[config.mk]
export PLATFORM = sky130hd
export DESIGN_NAME = shadow_attr_decoder
export DESIGN_NICKNAME = d
export VERILOG_FILES = /design/src/rtl/shadow_attr_decoder.sv
export SDC_FILE = /design/constraint.sdc
export NUM_CORES = 1
export LEC_CHECK = 0
export ABC_CLOCK_PERIOD_IN_PS = 2200
export BUFFER_PORTS_ARGS = -buffer_cell sky130_fd_sc_hd__buf_2
export CORE_MARGIN = 2
export CORE_UTILIZATION = 51
export DETAILED_ROUTE_END_ITERATION = 7
export PLACE_DENSITY = 0.81
export SLEW_MARGIN = 20
export SYNTH_ARGS = -nofsm -noshare
export SYNTH_HDL_FRONTEND = slang
export SYNTH_SLANG_ARGS = --single-unit
[constraint.sdc]
create_clock -name clk -period 2.2 [get_ports clk]
set_clock_uncertainty 0.15 [all_clocks]
set_input_delay 0.22 -clock clk [delete_from_list [all_inputs] [get_ports clk]]
set_output_delay 0.22 -clock clk [all_outputs]
set_load 0.02 [all_outputs]
[src/rtl/shadow_attr_decoder.sv]
module shadow_attr_decoder #(
  parameter int ADDR_W     = 24,
  parameter int DATA_W     = 8,
  parameter int SEL_W      = 3,
  parameter int SEG_CNT    = 24,
  parameter int SEG_SHIFT  = 14,
  parameter int PROT_SHIFT = 15,
  parameter int WIN_BASE   = 'h0A0000,
  parameter int ROM_BASE   = 'h0C0000
) (
  input  logic              clk,
  input  logic              rst_n,
  input  logic              cfg_we,
  input  logic [SEL_W-1:0]  cfg_sel,
  input  logic [DATA_W-1:0] cfg_wdata,
  input  logic [SEG_CNT-1:0] romcs_rd,
  input  logic [SEG_CNT-1:0] romcs_wr,
  input  logic [ADDR_W-1:0] lk_addr,
  output logic [1:0]        lk_rd_route,
  output logic [1:0]        lk_wr_route,
  output logic              inval
);
  localparam int SH_REGS   = (SEG_CNT + DATA_W - 1) / DATA_W;
  localparam int SEL_ROM   = SH_REGS;
  localparam int SEL_WP    = SH_REGS + 1;
  localparam int SEG_W     = $clog2(SEG_CNT);
  localparam int WIN_END   = WIN_BASE + (SEG_CNT << SEG_SHIFT);
  localparam int PROT_BITS = (WIN_END - ROM_BASE) >> PROT_SHIFT;
  localparam logic [ADDR_W:0] LO_X = (ADDR_W+1)'(WIN_BASE);
  localparam logic [ADDR_W:0] HI_X = (ADDR_W+1)'(WIN_END);
  localparam logic [1:0] RT_OFF = 2'b00;
  localparam logic [1:0] RT_EXT = 2'b01;
  localparam logic [1:0] RT_INT = 2'b10;

  logic [SH_REGS*DATA_W-1:0] shadow_q;
  logic [PROT_BITS-1:0]      romen_q;
  logic [PROT_BITS-1:0]      wprot_q;
  logic                      inval_q;
  logic [1:0]                seg_rd [SEG_CNT];
  logic [1:0]                seg_wr [SEG_CNT];

  always_ff @(posedge clk or negedge rst_n) begin
    if (!rst_n) begin
      shadow_q <= '0;
      romen_q  <= '0;
      wprot_q  <= '0;
      inval_q  <= 1'b0;
    end else begin
      inval_q <= cfg_we && (cfg_sel <= SEL_W'(SEL_WP));
      if (cfg_we) begin
        for (int r = 0; r < SH_REGS; r++)
          if (cfg_sel == SEL_W'(r)) shadow_q[r*DATA_W +: DATA_W] <= cfg_wdata;
        if (cfg_sel == SEL_W'(SEL_ROM)) romen_q <= cfg_wdata[PROT_BITS-1:0];
        if (cfg_sel == SEL_W'(SEL_WP))  wprot_q <= cfg_wdata[PROT_BITS-1:0];
      end
    end
  end

  for (genvar g = 0; g < SEG_CNT; g++) begin : g_seg
    localparam int SB = WIN_BASE + (g << SEG_SHIFT);
    logic rom_ok, wp;
    if (SB >= ROM_BASE) begin : g_hi
      localparam int PB = (SB - ROM_BASE) >> PROT_SHIFT;
      assign rom_ok = romen_q[PB];
      assign wp     = wprot_q[PB];
    end else begin : g_lo
      assign rom_ok = 1'b0;
      assign wp     = 1'b0;
    end
    wire ext_rd = !romcs_rd[g] || rom_ok;
    wire ext_wr = !romcs_wr[g] || rom_ok;
    assign seg_rd[g] = shadow_q[g] ? RT_INT : (ext_rd ? RT_EXT : RT_OFF);
    assign seg_wr[g] = wp ? RT_OFF : (shadow_q[g] ? RT_INT : (ext_wr ? RT_EXT : RT_OFF));
  end

  wire [ADDR_W:0]   addr_x  = {1'b0, lk_addr};
  wire              in_win  = (addr_x >= LO_X) && (addr_x < HI_X);
  wire [ADDR_W-1:0] off     = lk_addr - ADDR_W'(WIN_BASE);
  wire [SEG_W-1:0]  seg_idx = SEG_W'(off >> SEG_SHIFT);

  assign lk_rd_route = in_win ? seg_rd[seg_idx] : RT_EXT;
  assign lk_wr_route = in_win ? seg_wr[seg_idx] : RT_EXT;
  assign inval       = inval_q;
endmodule

==> flow_summary_export.csv <==
group,metric,value,unit
floorplanning,core,0.00541,mm^2
sta,finalCritPeriodShare,1.03,
sta,rsz0062_at_grt,"yes",
sta,finalSetupTns,-0.152,ns
routing,drtIter0Drc,262,
sta,fin_crit,2.26,ns
placed_design,port_buffers,90,
logic_synthesis,synth-seq-cells,41,
pwr,power.density,697,mW/mm^2
logic_synthesis,syn_area,0.00281,mm^2
floorplanning,die_h,78.2,um
global_routing,grt_pass1_wl,13300,um
global_routing,grt_antenna_before_repair,0,
floorplanning,io_pins,91,
routing,routed-via-count,2732,
final_layout,design_area,0.00368,mm^2
sta,slew_headroom,0.587,
logic_synthesis,synth.largest_area_cell,"dfrtp_1",
placed_design,placed_area,0.00338,mm^2
clock_network,numCtsBuffers,5,
logic_synthesis,yosysSeqAreaShare,0.366,
logic_synthesis,async_flop_share,1.00,
routing,ant_nets,0,
worst_setup_path,critPathMaxFanout,2,
worst_setup_path,r2r_slack,1.08,ns
clock_network,cts-root-buf,"clkbuf_8",
final_layout,fillCellCount,416,
routing,firstDrtPassIters,4,
logic_synthesis,netlist_top_cells_count,"dfrtp_1, mux2_2, nor2_1",
logic_synthesis,synth_ff_type,"dfrtp_1",
routing,wl,8530,um
routing,wire_per_inst,18.7,um
clock_network,cts_tree,"yes",
worst_setup_path,worstPathArrival,1.89,ns
logic_synthesis,synth_warnings,0,
sta,final-setup-viol-count,4,
status,outcome,"finished with violations",
sta,worst_pin_slew,0.620,ns
clock_network,ctsHtreeMaxLevel,2,
pwr,p_leak,1.65,nW
logic_synthesis,yosysMostFrequentCell,"dfrtp_1",
flow_run,cap_violations,0,
clock_network,cts_buffer_depth,2,
floorplanning,die_area,0.00611,mm^2
routing,drc,0,
sta,slew_violations,0,
worst_setup_path,worstPathRequired,1.83,ns
floorplanning,initial_utilization,0.519,
final_layout,drive_above_1_share,0.500,
clock_network,clkTransAtPathRegs,0.08,ns
final_layout,final_net_count,470,
floorplanning,rows,27,
final_layout,area_growth,31.2,%
logic_synthesis,yosys.cell_types.count,48,
logic_synthesis,avgSynthCellArea,10.2,um^2
final_layout,antenna_cells,0,
global_routing,grt_max_degree,28,
worst_setup_path,end_kind,"primary output",
global_routing,overflow,0,
status,failed_checks,"setup timing",
worst_setup_path,startpoint_type,"flip-flop",
sta,finalHoldViolations,0,
clock_network,cts.sink_count,41,
logic_synthesis,synth_top_cell_area_share,0.366,
routing,via_per_inst,5.99,
floorplanning,die_w,78.2,um
logic_synthesis,synth-edff-count,0,
global_routing,track_usage,0.284,
placed_design,place.gp.congestion,0.943,
placed_design,dpl.hpwl,6260,um
sta,setup_slack,-0.0560,ns
worst_setup_path,critical_path_class,"flip-flop to primary output",
hold_path,hold_class,"input pin to flip-flop",
logic_synthesis,synth_cells,275,
global_routing,grt_pass1_vias,2736,
pwr,finalPower,0.00257,W
logic_synthesis,yosys-top-cells-area,"dfrtp_1, mux2_2, mux4_2",
logic_synthesis,synth_fp_nets,362,
pwr,ir_worst_vdd,0.431,mV
clock_network,clk_latency,0.29,ns
sta,clock.fmax,443,MHz
layout by cell type, fill, tap and decap left out, drive strengths merged, types with 3 or more instances in the layout:
cell	n
buf	113
dfrtp	41
mux2	39
nor2	22
nand2b	18
inv	16
nor3	15
o21ai	13
mux2i	8
nand2	8
a21oi	8
nor2b	8
a211oi	7
mux4	7
clkbuf	7
nor4	5
o211ai	5
o311ai	4
a221oi	3
and2	3
a221o	3
or3	3
o32ai	3
critical path, stage by stage (launching register included):
cell      delay [ns]
dfrtp_2         0.43
mux4_2          0.46
mux2_4          0.27
nand3b_1        0.12
a31oi_2         0.12
buf_4           0.19
sequential cells by signal, summed over array words and instances (netlist names):
| name | count |
|---|---|
| inval | 1 |
| romen_q | 8 |
| shadow_q | 24 |
| wprot_q | 8 |
where the power goes:
part	internal, W	leakage (nW)	switching, W	total (W)
registers	0.000920	0.489	0.000191	0.00111
clock network	0.000370	0.0585	0.000262	0.000632
logic	0.000469	1.10	0.000354	0.000824
total	0.00176	1.65	0.000807	0.00257
metrics by stage:
stage / hold WS [ns] / utilization / setup WS (ns) / instances
floorplan: -0.226 / - / 0.314 / 275
global placement: 0.119 / 0.625 / 0.135 / 436
detailed placement: 0.119 / 0.625 / 0.113 / 436
CTS: 0.000674 / 0.665 / -0.0484 / 453
global route: 0.0303 / 0.681 / -0.108 / 456
finish: 0.00550 / 0.681 / -0.0560 / 456
layer usage:
layer | part of all wire | GRT usage
met1 | 0.40 | 0.366
met2 | 0.49 | 0.478
met3 | 0.089 | 0.0517
met4 | 0.023 | 0.104
met5 | 0 | 0
path summary, 6_finish.rpt:
kind | startpoint | endpoint | cells after the start
setup / recovery | shadow_q[5]$_DFFE_PN0P_ | lk_wr_route[1] | 5
hold / removal | cfg_we | inval$_DFF_PN0_ | 2
setup reg to reg | shadow_q[3]$_DFFE_PN0P_ | shadow_q[3]$_DFFE_PN0P_ | 2
hold reg to reg | wprot_q[4]$_DFFE_PN0P_ | wprot_q[4]$_DFFE_PN0P_ | 1
max in group asynchronous | rst_n | shadow_q[13]$_DFFE_PN0P_ | 3
min in group asynchronous | rst_n | wprot_q[1]$_DFFE_PN0P_ | 2
final cells by class:
type	instances	area, um^2	share of cell area
clock buffer	7	86.3	0.0234
tap	72	90.1	0.0245
timing repair buffer	114	688	0.187
multi-input combinational	205	1700	0.461
sequential	41	1030	0.280
inverter	16	60.1	0.0163
clock inverter	1	30.0	0.00815
cells by family (layout without fill, tap and decap cells):
group / Yosys count / count (layout) / synth area share
and+or+nand+nor: 92 / 92 / 0.184
AOI/OAI and AO/OA: 58 / 58 / 0.147
muxes: 54 / 54 / 0.243
DFF: 41 / 41 / 0.366
buffers and inverters: 29 / 138 / 0.0562
adders and majority gates: 1 / 1 / 0.00446
repair_timing:
| action | CTS | global route |
|---|---|---|
| resized for setup | 12 | 18 |
| endpoints found under the setup margin | 3 | 4 |
| pin swaps | 4 | 11 |
| hold endpoints to repair | 25 | 0 |
| cloned | 0 | 0 |
| hold buffers | 1 | 0 |
| buffers inserted | 8 | 3 |
No activity file was read; power rests on OpenSTA's default activity.
